--- config.mk ---
export PLATFORM = sky130hd
export DESIGN_NAME = i2c_start_gen
export DESIGN_NICKNAME = d
export VERILOG_FILES = /design/src/rtl/i2c_start_pkg.sv /design/src/rtl/i2c_start_ctrl.sv /design/src/rtl/i2c_start_dp.sv /design/src/rtl/i2c_start_gen.sv
export SDC_FILE = /design/constraint.sdc
export NUM_CORES = 1
export LEC_CHECK = 0
export BUFFER_PORTS_ARGS = -buffer_cell sky130_fd_sc_hd__buf_2
export CAP_MARGIN = 20
export CORE_MARGIN = 3
export CORE_UTILIZATION = 48
export CTS_CLUSTER_DIAMETER = 60
export DETAILED_ROUTE_END_ITERATION = 6
export PLACE_DENSITY = 0.78
export RECOVER_POWER = 50
export SLEW_MARGIN = 20
export SYNTH_ARGS = -nofsm -noshare
export SYNTH_HDL_FRONTEND = slang
export SYNTH_HIERARCHICAL = 1
export SYNTH_SLANG_ARGS = --single-unit
--- constraint.sdc ---
create_clock -name clk -period 3 [get_ports clk]
set_input_delay 0.6 -clock clk [delete_from_list [all_inputs] [get_ports clk]]
set_output_delay 0.6 -clock clk [all_outputs]
set_load 0.01 [all_outputs]
--- src/rtl/i2c_start_pkg.sv ---
package i2c_start_pkg;
  typedef enum logic [1:0] {
    ST_IDLE   = 2'd0,
    ST_FIRST  = 2'd1,
    ST_SECOND = 2'd2
  } startState_t;

  typedef struct packed {
    logic loadShort;
    logic loadFull;
    logic countEn;
    logic setStart;
    logic clrStart;
    logic driveSda;
    logic releaseSda;
    logic setSeen;
    logic setDone;
    logic setBusCol;
  } startStrobes_t;
endpackage

--- src/rtl/i2c_start_ctrl.sv ---
module i2c_start_ctrl
  import i2c_start_pkg::*;
(
  input  logic          clk,
  input  logic          rst,
  input  logic          cmdWrEn,
  input  logic          cmdStartBit,
  input  logic          sdaIn,
  input  logic          sclIn,
  input  logic          cntZero,
  output logic          busy,
  output startStrobes_t strobes
);
  startState_t state, stateNext;

  always_comb begin
    stateNext = state;
    strobes   = '0;
    unique case (state)
      ST_IDLE: begin
        if (cmdWrEn && cmdStartBit) begin
          if (sdaIn && sclIn) begin
            strobes.loadShort = 1'b1;
            strobes.setStart  = 1'b1;
            stateNext         = ST_FIRST;
          end else begin
            strobes.setBusCol = 1'b1;
          end
        end
      end
      ST_FIRST: begin
        if (!sclIn || (cntZero && !sdaIn)) begin
          strobes.setBusCol  = 1'b1;
          strobes.releaseSda = 1'b1;
          strobes.clrStart   = 1'b1;
          stateNext          = ST_IDLE;
        end else if (cntZero) begin
          strobes.loadFull = 1'b1;
          strobes.driveSda = 1'b1;
          strobes.setSeen  = 1'b1;
          stateNext        = ST_SECOND;
        end else begin
          strobes.countEn = 1'b1;
        end
      end
      ST_SECOND: begin
        if (cntZero) begin
          strobes.clrStart = 1'b1;
          strobes.setDone  = 1'b1;
          stateNext        = ST_IDLE;
        end else begin
          strobes.countEn = 1'b1;
        end
      end
      default: stateNext = ST_IDLE;
    endcase
  end

  always_ff @(posedge clk) begin
    if (rst) state <= ST_IDLE;
    else     state <= stateNext;
  end

  assign busy = (state != ST_IDLE);

  // SDA is pulled only after the first interval has run out
  a_r3_drive_on_zero: assert property (@(posedge clk) disable iff (rst)
    strobes.driveSda |-> cntZero && state == ST_FIRST);
  // any abort returns the machine to idle on the next cycle
  a_r5_abort_idle: assert property (@(posedge clk) disable iff (rst)
    (busy && strobes.setBusCol) |=> !busy);
endmodule

--- src/rtl/i2c_start_dp.sv ---
module i2c_start_dp
  import i2c_start_pkg::*;
#(
  parameter int RELOAD_W = 8,
  parameter int CMD_W    = 5,
  parameter int DATA_W   = 8
) (
  input  logic                clk,
  input  logic                rst,
  input  startStrobes_t       strobes,
  input  logic                busy,
  input  logic [RELOAD_W-1:0] reloadVal,
  input  logic                cmdWrEn,
  input  logic [CMD_W-1:0]    cmdWrData,
  input  logic                bufWrEn,
  input  logic [DATA_W-1:0]   bufWrData,
  input  logic                wrColClr,
  input  logic                busColClr,
  output logic                cntZero,
  output logic                sdaDrvLow,
  output logic                sclDrvLow,
  output logic [CMD_W-1:0]    cmdReg,
  output logic [DATA_W-1:0]   bufData,
  output logic                startSeen,
  output logic                doneIrq,
  output logic                wrColFlag,
  output logic                busColFlag
);
  localparam int SHORT_W = RELOAD_W - 1;

  logic [RELOAD_W-1:0] baudCnt;

  always_ff @(posedge clk) begin
    if (rst)                    baudCnt <= '0;
    else if (strobes.loadShort) baudCnt <= {1'b0, reloadVal[SHORT_W-1:0]};
    else if (strobes.loadFull)  baudCnt <= reloadVal;
    else if (strobes.countEn)   baudCnt <= baudCnt - 1'b1;
  end
  assign cntZero = (baudCnt == '0);

  always_ff @(posedge clk) begin
    if (rst)                   cmdReg[0] <= 1'b0;
    else if (strobes.clrStart) cmdReg[0] <= 1'b0;
    else if (strobes.setStart) cmdReg[0] <= 1'b1;
  end

  generate
    for (genvar b = 1; b < CMD_W; b++) begin : g_cmdBit
      always_ff @(posedge clk) begin
        if (rst)                   cmdReg[b] <= 1'b0;
        else if (cmdWrEn && !busy) cmdReg[b] <= cmdWrData[b];
      end
    end
  endgenerate

  always_ff @(posedge clk) begin
    if (rst)                   bufData <= '0;
    else if (bufWrEn && !busy) bufData <= bufWrData;
  end

  always_ff @(posedge clk) begin
    if (rst) begin
      sdaDrvLow  <= 1'b0;
      startSeen  <= 1'b0;
      doneIrq    <= 1'b0;
      wrColFlag  <= 1'b0;
      busColFlag <= 1'b0;
    end else begin
      if (strobes.driveSda)        sdaDrvLow <= 1'b1;
      else if (strobes.releaseSda) sdaDrvLow <= 1'b0;
      startSeen <= strobes.setSeen;
      doneIrq   <= strobes.setDone;
      if (bufWrEn && busy) wrColFlag <= 1'b1;
      else if (wrColClr)   wrColFlag <= 1'b0;
      if (strobes.setBusCol) busColFlag <= 1'b1;
      else if (busColClr)    busColFlag <= 1'b0;
    end
  end

  assign sclDrvLow = 1'b0;

  a_r3_seen_pulse: assert property (@(posedge clk) disable iff (rst)
    startSeen |=> !startSeen);
  a_r3_seen_sda: assert property (@(posedge clk) disable iff (rst)
    startSeen |-> sdaDrvLow);
  a_r4_done_pulse: assert property (@(posedge clk) disable iff (rst)
    doneIrq |=> !doneIrq);
  a_r4_done_state: assert property (@(posedge clk) disable iff (rst)
    doneIrq |-> !cmdReg[0] && sdaDrvLow);
  a_r5_collision_release: assert property (@(posedge clk) disable iff (rst)
    (busy && strobes.setBusCol) |=> busColFlag && !sdaDrvLow && !cmdReg[0]);
  a_r6_buf_locked: assert property (@(posedge clk) disable iff (rst)
    (busy && bufWrEn) |=> $stable(bufData) && wrColFlag);
  a_r7_cmd_locked: assert property (@(posedge clk) disable iff (rst)
    (busy && cmdWrEn) |=> $stable(cmdReg[CMD_W-1:1]));
  a_r8_buscol_sticky: assert property (@(posedge clk) disable iff (rst)
    (busColFlag && !busColClr) |=> busColFlag);
endmodule

--- src/rtl/i2c_start_gen.sv ---
module i2c_start_gen
  import i2c_start_pkg::*;
#(
  parameter int RELOAD_W = 8,
  parameter int CMD_W    = 5,
  parameter int DATA_W   = 8
) (
  input  logic                clk,
  input  logic                rst,
  input  logic [RELOAD_W-1:0] reloadVal,
  input  logic                cmdWrEn,
  input  logic [CMD_W-1:0]    cmdWrData,
  input  logic                bufWrEn,
  input  logic [DATA_W-1:0]   bufWrData,
  input  logic                wrColClr,
  input  logic                busColClr,
  input  logic                sdaIn,
  input  logic                sclIn,
  output logic                sdaDrvLow,
  output logic                sclDrvLow,
  output logic [CMD_W-1:0]    cmdReg,
  output logic                startEn,
  output logic [DATA_W-1:0]   bufData,
  output logic                startSeen,
  output logic                doneIrq,
  output logic                wrColFlag,
  output logic                busColFlag
);
  startStrobes_t strobes;
  logic busy;
  logic cntZero;

  i2c_start_ctrl u_ctrl (
    .clk        (clk),
    .rst        (rst),
    .cmdWrEn    (cmdWrEn),
    .cmdStartBit(cmdWrData[0]),
    .sdaIn      (sdaIn),
    .sclIn      (sclIn),
    .cntZero    (cntZero),
    .busy       (busy),
    .strobes    (strobes)
  );

  i2c_start_dp #(
    .RELOAD_W(RELOAD_W),
    .CMD_W   (CMD_W),
    .DATA_W  (DATA_W)
  ) u_dp (
    .clk       (clk),
    .rst       (rst),
    .strobes   (strobes),
    .busy      (busy),
    .reloadVal (reloadVal),
    .cmdWrEn   (cmdWrEn),
    .cmdWrData (cmdWrData),
    .bufWrEn   (bufWrEn),
    .bufWrData (bufWrData),
    .wrColClr  (wrColClr),
    .busColClr (busColClr),
    .cntZero   (cntZero),
    .sdaDrvLow (sdaDrvLow),
    .sclDrvLow (sclDrvLow),
    .cmdReg    (cmdReg),
    .bufData   (bufData),
    .startSeen (startSeen),
    .doneIrq   (doneIrq),
    .wrColFlag (wrColFlag),
    .busColFlag(busColFlag)
  );

  assign startEn = cmdReg[0];

  // this block never holds the clock line
  a_r9_scl_free: assert property (@(posedge clk) disable iff (rst) !sclDrvLow);
endmodule

==> flow_summary_export.csv <==
group,metric,value,unit
drt,wl,2830,µm
yosys,syn_nets,179,
die,die_area,3410,µm²
drt,final_antenna_net_count,0,
final_layout,final_area,1570,µm²
power,p_seq_frac,0.538,
setup_path,crit_type,"reg2reg",
power,finalPower,0.742,mW
power,vdd_drop_max,0.284,mV
drt,dr.first_iter.drc_count,31,
global_routing,grt_pass1_wl,4500,µm
power,p_comb_frac,0.138,
yosys,async_reset_ff_frac,0,
final_layout,fin_util,0.615,
yosys,yosysMostFrequentCell,"dfxtp_1",
setup_path,crit_path_end_kind,"register",
clock_network,post_cts_buffers,0,
yosys,yosys_warnings,6,
die,die_height,58.4,µm
clock_network,hold_buffers,0,
yosys,yosysTopAreaCellShare,0.426,
power,cellPowerDensity,474,nW/µm²
setup_path,critical_path_buf_inv_count,0,
power,power_frac_clock,0.324,
die,core_area,2540,µm²
timing,final.min_clock_period,2620,ps
timing,fin_crit_sh,0.872,
yosys,synth_cells,146,
final_layout,fin_nets,221,
drt,drt-pass1-iter-count,4,
place,port-buffer-count,47,
drt,via_per_inst,5.31,
timing,max_freq,382,MHz
setup_path,start_kind,"register",
global_routing,grt_max_degree,32,
clock_network,cts_tree,"built",
setup_path,rrSetupSlack,380,ps
yosys,synth.avg_cell_area,9.02,µm²
yosys,ys_seq_elements,28,
clock_network,path_clk_slew,150,ps
final_layout,multi_input_area,662,µm²
global_routing,first_global_vias,1076,
final_layout,num_antenna_cells,0,
timing,relSlewSlack,0.419,
global_routing,grt.busiest_layer,"met2",
global_routing,antenna_found_initial,0,
final_layout,fill_cells,239,
place,dp_hpwl,2220,µm
timing,final-max-slew-violation-count,0,
yosys,synth_ff_type,"dfxtp_1",
clock_network,clock-sinks,28,
timing,grt_setup_unrepaired,"no",
global_routing,grt_usage,0.164,
die,io_pins,49,
yosys,ys_types,38,
timing,setup_violations,0,
die,fp-row-count,18,
yosys,yosys.area.top_type,"dfxtp_1",
global_routing,gr-total-overflow,0,
final_layout,seq_area,561,µm²
setup_path,cp_max_fo,12,
final_layout,drive_gt1_frac,0.214,
drt,route.detailed.drc,0,
global_routing,use_met3,0.0329,
setup_path,cp_cell_sequence,"or4_4 > nor4b_1 > and4_2 > nor2_1 > or3b_2 > o211ai_1",
clock_network,ctsResizeCount,0,
global_routing,use_met1,0.211,
die,die_width,58.4,µm
job,cap_violations,0,
timing,tns,0,ps
power,p_sw_frac,0.229,
place,place.gp.congestion,0.908,
power,intPower,0.572,mW
drt,vias,1152,
timing,skew,4.69,ps
yosys,synthTopCellsByArea,"dfxtp_1 43%, mux2i_1 9.1%, nor2_1 7.1%, ha_1 3.8%, buf_4 2.9%",
yosys,synth_common_cells,"28 x dfxtp_1, 25 x nor2_1, 12 x mux2i_1",
setup_path,crit_arrival,2860,ps
clock_network,htree_num_levels,1,
clock_network,numCtsBuffers,3,
drt,wire_per_inst,13.1,µm
clock_network,cts_buffer_depth,2,
timing,hold_viol,0,
power,p_switching,0.170,mW
power,power_leakage,0.646,nW
clock_network,insertion_delay,310,ps
setup_path,crit_path_top_delay_cell,"or4_4",
worst_hold_path,holdCritPathClass,"reg2reg",
yosys,seq_area_frac_synth,0.426,
yosys,synth_area,1320,µm²
clock_network,cts_root_buf,"clkbuf_4",
setup_path,crit_family,"simple AND/OR/NAND/NOR gates",
setup_path,cp.required,3240,ps
global_routing,grt_util_met2,0.287,
setup_path,max_stage_delay,570,ps
place,placed_area,1540,µm²
yosys,synth_edf_count,0,
timing,tightest_slew,869,ps
final_layout,area_growth,18.9,%
die,start_util,0.517,
run_status,outcome,"completed",
==> through the flow <==
step           hold slack, ps  cells  setup WS (ps)
2_1_floorplan             471    146            488
3_3_place_gp              461    213            509
3_5_place_dp              473    213            389
4_1_cts                   495    217            378
5_1_grt                   501    217            183
6_report                  498    217            385
==> placed cells by master, fill, tap and decap left out, drive strengths merged <==
cell type and count:
nand2b 3, ha 4, a31oi 1, clkbuf 22
o22ai 1, conb 1, a221oi 1, mux2i 12
o21a 1, o21ai 5, or3 2, o31ai 2
a211oi 2, and4 2, nor3 1, o211ai 2
or4 4, nor2 25, nor2b 4, or3b 2
o41ai 1, a21oi 5, xnor2 1, and2 2
inv 9, or2 1, dfxtp 28, nand2 4
a41o 1, bufinv 1, a21boi 1, a311oi 3
xor2 1, buf 29, nor4b 2, o2bb2ai 1
==> per-layer routing <==
layer	vias to the layer above	part of all wire
li1	585	-
met1	531	0.43
met2	34	0.50
met3	2	0.069
met4	0	0.0064
met5	-	0
==> sequential cells by signal, indices dropped and copies added, names as in the netlist <==
name	cells
u_dp/baudCnt	8
u_dp/bufData	8
u_dp/cmdReg	5
u_ctrl/state	2
u_dp/busColFlag	1
u_dp/doneIrq	1
u_dp/sdaDrvLow	1
u_dp/startSeen	1
u_dp/wrColFlag	1
==> final cells by class <==
class	count	share of cell area
Inverter	9	0.0216
Clock inverter	1	0.0192
Timing Repair Buffer	48	0.140
Clock buffer	3	0.0144
Multi-Input combinational cell	98	0.423
Sequential cell	28	0.358
Tap cell	30	0.0240
==> tightest hold or removal path, cell delays in order, from the launching register on <==
cell      delay (ps)
dfxtp_1          340
nand2b_1          70
a21oi_1           60
==> path summary, 6_finish.rpt <==
path / from / cells after the start / endpoint
worst max-delay path: u_dp/baudCnt[2] / 6 / u_dp/baudCnt[5]
worst min-delay path: u_dp/wrColFlag / 2 / u_dp/wrColFlag
worst max register to register: u_dp/baudCnt[2] / 6 / u_dp/baudCnt[5]
worst min register to register: u_dp/wrColFlag / 2 / u_dp/wrColFlag
==> power by group through the flow <==
| stage | logic [mW] | clock network [mW] | registers [mW] |
|---|---|---|---|
| after detailed placement | 0.106 | 0 | 0.407 |
| after global routing | 0.114 | 0.262 | 0.402 |
| after global placement | 0.103 | 0 | 0.406 |
| after CTS | 0.107 | 0.248 | 0.399 |
| final | 0.102 | 0.240 | 0.399 |
| after floorplan | 0.0576 | 0 | 0.412 |
==> cells by family after synthesis <==
logic type,count (synthesis),share of synthesized area
AOI/OAI and AO/OA,27,0.145
xor gates and xnor gates,2,0.0133
adders and majority gates,4,0.0380
buffers and inverters,20,0.0713
DFF,28,0.426
muxes,12,0.0913
other,1,0.00285
and+or+nand+nor,52,0.212
Note: power is estimated with default switching activity, not from simulation.
